[src/rtl/gpio_irq_pkg.sv]
package gpio_irq_pkg;
  localparam int unsigned SEL_W = 3;
  typedef enum logic [SEL_W-1:0] {
    SEL_KIND = 3'd0,
    SEL_SENS = 3'd1,
    SEL_DUAL = 3'd2,
    SEL_UNMK = 3'd3,
    SEL_MASK_SET = 3'd4,
    SEL_MASK = 3'd5,
    SEL_PEND = 3'd6
  } reg_sel_e;
endpackage

[src/rtl/gpio_irq_cfg.sv]
module gpio_irq_cfg
  import gpio_irq_pkg::*;
#(
  parameter int unsigned NPINS = 32
) (
  input  logic             clk_i,
  input  logic             rst_ni,
  input  logic             we_i,
  input  reg_sel_e         sel_i,
  input  logic [NPINS-1:0] wdata_i,
  output logic [NPINS-1:0] kind_o,
  output logic [NPINS-1:0] sens_o,
  output logic [NPINS-1:0] dual_o,
  output logic [NPINS-1:0] mask_o
);
  always_ff @(posedge clk_i or negedge rst_ni) begin
    if (!rst_ni) begin
      kind_o <= '0;
      sens_o <= '0;
      dual_o <= '0;
      mask_o <= '1;
    end else if (we_i) begin
      case (sel_i)
        SEL_KIND:     kind_o <= wdata_i;
        SEL_SENS:     sens_o <= wdata_i;
        SEL_DUAL:     dual_o <= wdata_i;
        SEL_UNMK:     mask_o <= mask_o & ~wdata_i;
        SEL_MASK_SET: mask_o <= mask_o | wdata_i;
        default: ;
      endcase
    end
  end
endmodule

[src/rtl/gpio_irq_detect.sv]
module gpio_irq_detect #(
  parameter int unsigned NPINS = 32
) (
  input  logic             clk_i,
  input  logic             rst_ni,
  input  logic [NPINS-1:0] pin_i,
  input  logic [NPINS-1:0] kind_i,
  input  logic [NPINS-1:0] sens_i,
  input  logic [NPINS-1:0] dual_i,
  output logic [NPINS-1:0] event_o
);
  logic [NPINS-1:0] hist_q;

  always_ff @(posedge clk_i or negedge rst_ni) begin
    if (!rst_ni) hist_q <= '0;
    else         hist_q <= pin_i;
  end

  for (genvar i = 0; i < NPINS; i++) begin : g_pin
    logic rise, fall, lvl_hit, edg_hit;
    assign rise    = pin_i[i] & ~hist_q[i];
    assign fall    = ~pin_i[i] & hist_q[i];
    assign lvl_hit = ~(pin_i[i] ^ sens_i[i]);
    assign edg_hit = dual_i[i] ? (rise | fall) : (sens_i[i] ? rise : fall);
    assign event_o[i] = kind_i[i] ? edg_hit : lvl_hit;
  end
endmodule

[src/rtl/gpio_irq_status.sv]
module gpio_irq_status #(
  parameter int unsigned NPINS = 32
) (
  input  logic             clk_i,
  input  logic             rst_ni,
  input  logic [NPINS-1:0] event_i,
  input  logic [NPINS-1:0] clr_i,
  input  logic [NPINS-1:0] mask_i,
  output logic [NPINS-1:0] pend_o,
  output logic             irq_o
);
  // a new event outranks a clear in the same cycle
  always_ff @(posedge clk_i or negedge rst_ni) begin
    if (!rst_ni) pend_o <= '0;
    else         pend_o <= (pend_o & ~clr_i) | event_i;
  end

  assign irq_o = |(pend_o & ~mask_i);
endmodule

[src/rtl/gpio_irq_bank.sv]
module gpio_irq_bank
  import gpio_irq_pkg::*;
#(
  parameter int unsigned NPINS = 32
) (
  input  logic             clk_i,
  input  logic             rst_ni,
  input  logic [NPINS-1:0] pin_i,
  input  logic             reg_we_i,
  input  logic [2:0]       reg_addr_i,
  input  logic [NPINS-1:0] reg_wdata_i,
  output logic [NPINS-1:0] reg_rdata_o,
  output logic             irq_o
);
  reg_sel_e         sel;
  logic [NPINS-1:0] kind_w, sens_w, dual_w, mask_w, pend_w, event_w, clr_w;

  assign sel   = reg_sel_e'(reg_addr_i);
  assign clr_w = (reg_we_i && sel == SEL_PEND) ? reg_wdata_i : '0;

  gpio_irq_cfg #(.NPINS(NPINS)) u_cfg (
    .clk_i(clk_i), .rst_ni(rst_ni), .we_i(reg_we_i), .sel_i(sel),
    .wdata_i(reg_wdata_i), .kind_o(kind_w), .sens_o(sens_w),
    .dual_o(dual_w), .mask_o(mask_w)
  );

  gpio_irq_detect #(.NPINS(NPINS)) u_det (
    .clk_i(clk_i), .rst_ni(rst_ni), .pin_i(pin_i), .kind_i(kind_w),
    .sens_i(sens_w), .dual_i(dual_w), .event_o(event_w)
  );

  gpio_irq_status #(.NPINS(NPINS)) u_sts (
    .clk_i(clk_i), .rst_ni(rst_ni), .event_i(event_w), .clr_i(clr_w),
    .mask_i(mask_w), .pend_o(pend_w), .irq_o(irq_o)
  );

  always_comb begin
    case (sel)
      SEL_KIND: reg_rdata_o = kind_w;
      SEL_SENS: reg_rdata_o = sens_w;
      SEL_DUAL: reg_rdata_o = dual_w;
      SEL_MASK: reg_rdata_o = mask_w;
      SEL_PEND: reg_rdata_o = pend_w;
      default:  reg_rdata_o = '0;
    endcase
  end
endmodule

[config.mk]
export PLATFORM = sky130hd
export DESIGN_NAME = gpio_irq_bank
export DESIGN_NICKNAME = d
export VERILOG_FILES = /design/src/rtl/gpio_irq_pkg.sv /design/src/rtl/gpio_irq_cfg.sv /design/src/rtl/gpio_irq_detect.sv /design/src/rtl/gpio_irq_status.sv /design/src/rtl/gpio_irq_bank.sv
export SDC_FILE = /design/constraint.sdc
export NUM_CORES = 1
export LEC_CHECK = 0
export CAP_MARGIN = 20
export CORE_MARGIN = 4
export CORE_UTILIZATION = 46
export CTS_CLUSTER_SIZE = 28
export DETAILED_ROUTE_END_ITERATION = 10
export PLACE_DENSITY = 0.66
export RECOVER_POWER = 100
export SYNTH_ARGS = -nofsm -noshare
export SYNTH_HDL_FRONTEND = slang
export SYNTH_SLANG_ARGS = --single-unit
[constraint.sdc]
create_clock -name clk_i -period 2.1 [get_ports clk_i]
set_input_delay 0.42 -clock clk_i [delete_from_list [all_inputs] [get_ports clk_i]]
set_output_delay 0.42 -clock clk_i [all_outputs]
set_load 0.01 [all_outputs]
# --- After elaboration in Yosys (flattened, before gate mapping) ---
# Index checks and enable logic that the tools add are counted.
totals:
  regBits: 192
  latchBits: 0
  mem_bits_rw: 0
  rom_bits: 0
  inputBits: 70
  out_inout_bits: 33
  wordCells: 351
  mem_count: 0
op_classes:
  add_sub_neg: 0
  multipliers: 0
  n_div: 0
  magnitude_cmp: 0
  n_eq_ne: 6
  shift: 0
  n_mux: 99
  bitwise: 232
  n_reduce_logical: 8
ops:
  columns: ["op", "n"]
  rows:
  - ["$pmux W32 S5", 1]
  - ["$and A32 B32 Y32", 3]
  - ["$mux W1", 96]
  - ["$not A1 Y1", 96]
  - ["$not A32 Y32", 3]
  - ["$and A1 B1 Y1", 64]
  - ["$or A32 B32 Y32", 2]
  - ["$pmux W32 S2", 1]
  - ["$mux W32", 1]
  - ["$or A1 B1 Y1", 32]
  - ["$reduce_or A32 Y1", 1]
  - ["$xor A1 B1 Y1", 32]
  - ["$eq A3 B3 Y1 const B", 3]
  - ["$reduce_and A2 Y1", 4]
  - ["$eq A3 B2 Y1 const B", 2]
  - ["$eq A3 B1 Y1 const B", 1]
  - ["$logic_not A3 Y1", 1]
  - ["$reduce_bool A2 Y1", 1]
  - ["$logic_and A1 B1 Y1", 1]

# --- Longest topological paths before layout ---
depth:
  word_depth: 6
  depth_mapped: 8
  mapped_depth_nobuf: 6

# --- Hierarchy ---
# A second synthesis with hierarchy kept.
unflattened:
  hier_cells: 1017
  area_unflattened_um2: 12265.5
modules_own_cells:
  columns: ["module", "instances", "cells_per_inst", "area_per_inst_um2", "seq_area_each_um2"]
  rows:
  - ["gpio_irq_cfg", 1, 388, 5864.4, 3243.1]
  - ["gpio_irq_detect", 1, 320, 3283.1, 800.8]
  - ["gpio_irq_bank", 1, 192, 1825.5, 0.0]
  - ["gpio_irq_status", 1, 117, 1292.5, 800.8]

# --- Worst setup path after synthesis ---
# No wires, ideal clock.
synth_path:
  path_type: "in2out"
  from: "input port reg_addr_i[0]"
  to: "output port reg_rdata_o[23]"
  arrival_time_ns: 1.544
  required_time_ns: 1.680
  slack_ns: 0.136
  cell_stages: 7
  path_buffers: 2
  cell_sequence: "inv_1 -> ha_1 -> nor2b_1 -> buf_2 -> clkbuf_1 -> a222oi_1 -> nor2_1"
synth_between:
  elab_chain_cells: 2
  elab_cells_between_ends: 6
  cone_classes: "eq/ne (4); mux (1); reduce/logical (1)"
synth_rtl:
  columns: ["element", "line", "rtl"]
  rows:
  - ["start, declared", "gpio_irq_bank.sv:10", "input logic [2:0] reg_addr_i,"]
  - ["$eq A3 B3 Y1 (tied with other cells)", "gpio_irq_bank.sv:38", "case (sel)"]
  - ["$pmux W32 S5 (*)", "gpio_irq_bank.sv:38", null]
  - ["end, declared", "gpio_irq_bank.sv:12", "output logic [NPINS-1:0] reg_rdata_o,"]
# Every way passes the cells marked *; elsewhere a longest branch is shown, timed or not.

==> results_dict.tcl <==
set metrics [dict create \
    remaining_drc_errors 0 \
    grt_max_degree 54 \
    setup_viol 32 \
    tightest_slew_ns 1.52 \
    power_leakage_uw 0.00684 \
    clk_pin_slew_ns 0.07 \
    hold_depth 1 \
    use_met2_pct 37.3 \
    regToRegStartpoint "u_det.hist_q[30]" \
    clockRootBuffer "clkbuf_16" \
    clk_path_buf_depth 2 \
    p_sw_share_pct 28.7 \
    ys_ff_latch 192 \
    grt_busiest_layer "met2" \
    relSlewSlack_pct -1.05 \
    placed_cells 1468 \
    cts_tree "yes" \
    cts_max_level 4 \
    rsz0062_at_grt "yes" \
    die_h_um 161 \
    r2r_slack_ns 0.68 \
    hold_viol 0 \
    ys.flop_type "dfrtp_1" \
    min_to "u_cfg.dual_o[31]" \
    fp.dieArea_um2 26000 \
    critPathRequiredTime_ns 1.68 \
    peakVddDrop_uv 591 \
    powerDensity_nw_per_um2 784 \
    num_antenna_cells 0 \
    met3_usage_pct 4.52 \
    vias_per_cell 5.48 \
    period_share_pct 111 \
    synth_area_per_cell_um2 11.4 \
    rows 55 \
    area_delta_synth_final_pct 32.8 \
    grt_first_pass_wirelength_um 47500 \
    crit_path_max_fanout 2 \
    port_buffers 102 \
    start_util_pct 47.2 \
    seq_power_share_pct 42.7 \
    synth_area_um2 10800 \
    ant_nets 0 \
    fmax_mhz 428 \
    syn_inst 944 \
    hp-class "register to register" \
    total_power_uw 11200 \
    synth_nets 1082 \
    critical_path_class "register to output port" \
    routed_wl_um 30400 \
    gp_congestion 0.816 \
    p_switching_uw 3230 \
    hpwl_um 19500 \
    cts_made_buffers 17 \
    track_usage_pct 23.3 \
    vias 8417 \
    yosysWarnings 0 \
    hold_path_startpoint "u_cfg.dual_o[31]" \
    clkLatencyLatePin_ns 0.43 \
    synth_seq_area_share_pct 44.9 \
    skew_ns 0.0122 \
    grt_overflow 0 \
    violations "max-capacitance violations, max-slew violations, negative setup slack" \
    clkPwrFrac_pct 30.5 \
    r2r_end "u_sts.pend_o[30]" \
    stdcell_count 1535 \
    globalRouteMet1Util_pct 32.6 \
    combPwrFrac_pct 26.8 \
    setup_slack_ns -0.235 \
    cp.arrival_ns 1.91 \
    nets 1348 \
    setup-tns-final_ns -5.01 \
    cts.sinks 192 \
    first_iter_violations 800 \
    synth-edff-count 0 \
    synth_cell_type_count 28 \
    firstDrtPassIters 6 \
    period_minus_slack_ns 2.33 \
    core-area_um2 22800 \
    drive_gt1_share_pct 31.0 \
    status "finished with violations" \
    reg2reg_depth 5 \
    internal_power_uw 8010 \
    dieWidth_um 161 \
    slew_violations 52 \
    antenna_found_initial 0 \
    first_global_vias 8600 \
    io_pins 103 \
    crit_path_end_kind "output port" \
    start_kind "register" \
    synthArstFlopShare_pct 100 \
    wl_per_cell_um 19.8 \
    max_cap_viol_count 1 \
]
cells in the final DEF, fill, tap and decap left out, types with 34 or more instances in the layout:
master,instances
nand2_1,36
ha_1,65
dfrtp_1,160
nor2b_1,34
a21oi_1,64
nor2_1,52
clkdlybuf4s50_1,43
mux2_1,99
mux2_2,45
buf_4,111
mux2_4,48
inv_1,96
stage by stage:
| stage | hold slack (ns) | worst slack (ns) | utilization (%) | cell area, um^2 |
|---|---|---|---|---|
| after floorplan | 0.124 | 0.136 | - | 10800 |
| after CTS | 0.527 | -0.261 | 62.5 | 14300 |
| after global routing | 0.563 | -0.283 | 62.7 | 14300 |
| after global placement | 0.423 | -0.788 | 58.1 | 13300 |
| final | 0.516 | -0.235 | 62.7 | 14300 |
| after detailed placement | 0.428 | -0.842 | 58.1 | 13300 |
worst max path at each step:
stage / endpoint / cells after the start
2_1_floorplan: reg_rdata_o[23] / 7
3_3_place_gp: reg_rdata_o[6] / 9
3_5_place_dp: reg_rdata_o[15] / 8
4_1_cts: irq_o / 5
5_1_grt: irq_o / 5
6_report: irq_o / 5
synthesized netlist by cell type, types with 31 or more instances:
library cell	instances	area (um^2)
nor2_1	64	240
inv_1	98	368
dfstp_2	32	841
a211oi_1	32	240
a222oi_1	31	310
nand2_1	35	131
xor2_1	32	280
dfrtp_1	160	4000
mux2_1	122	1370
a211o_1	32	280
nor2b_1	35	219
mux2_2	43	484
ha_1	68	851
a21oi_1	64	320
layer usage:
layer	part of all wire, %	wire, um	vias to the layer above
met2	47	14300	270
met3	6.2	1880	33
met5	0	0	-
met1	45	13700	4243
met4	1.7	519	0
li1	-	-	3871
timing repair:
| action | 4_1_cts | 5_1_grt |
|---|---|---|
| buffers inserted | 17 | 15 |
| endpoints found under the setup margin | 33 | 32 |
| hold buffers | 1 | 0 |
| cloned | 7 | 2 |
| endpoints found under the hold margin | 38 | 0 |
| pin swaps | 39 | 44 |
| gates resized for setup | 208 | 30 |
final cells by class:
cell class / instances / area [um^2]
clock inverter: 9 / 156
timing repair buffer: 288 / 2590
fill: 1853 / 8530
multi-input combinational: 613 / 5520
sequential: 192 / 4840
tap: 313 / 392
clock buffer: 22 / 454
inverter: 98 / 370
worst max-delay path, cell delays in order (launching register included):
cell	delay, ns
dfstp_2	0.57
o22ai_4	0.08
nor4_4	0.29
buf_4	0.15
nand4_1	0.18
buf_2	0.22
cell families (layout without fill, tap and decap cells):
family | count (synthesis) | in the layout | share of synthesized area, %
multiplexers | 192 | 192 | 21.0
AO/OA/AOI/OAI | 178 | 178 | 11.9
adder cells (fa/ha/maj) | 68 | 68 | 7.89
buffers and inverters | 139 | 417 | 5.72
flip-flops | 192 | 192 | 44.9
XOR/XNOR | 32 | 32 | 2.60
AND/OR/NAND/NOR | 143 | 143 | 6.01
power groups by stage:
| stage | clock, uW | sequential [uW] | combinational [uW] |
|---|---|---|---|
| global placement | 0 | 4820 | 2680 |
| global route | 3630 | 4870 | 3280 |
| floorplan | 0 | 4790 | 1420 |
| finish | 3430 | 4800 | 3010 |
| CTS | 3480 | 4780 | 2910 |
| detailed placement | 0 | 4840 | 2730 |
Note: power is estimated with default switching activity, not from simulation.
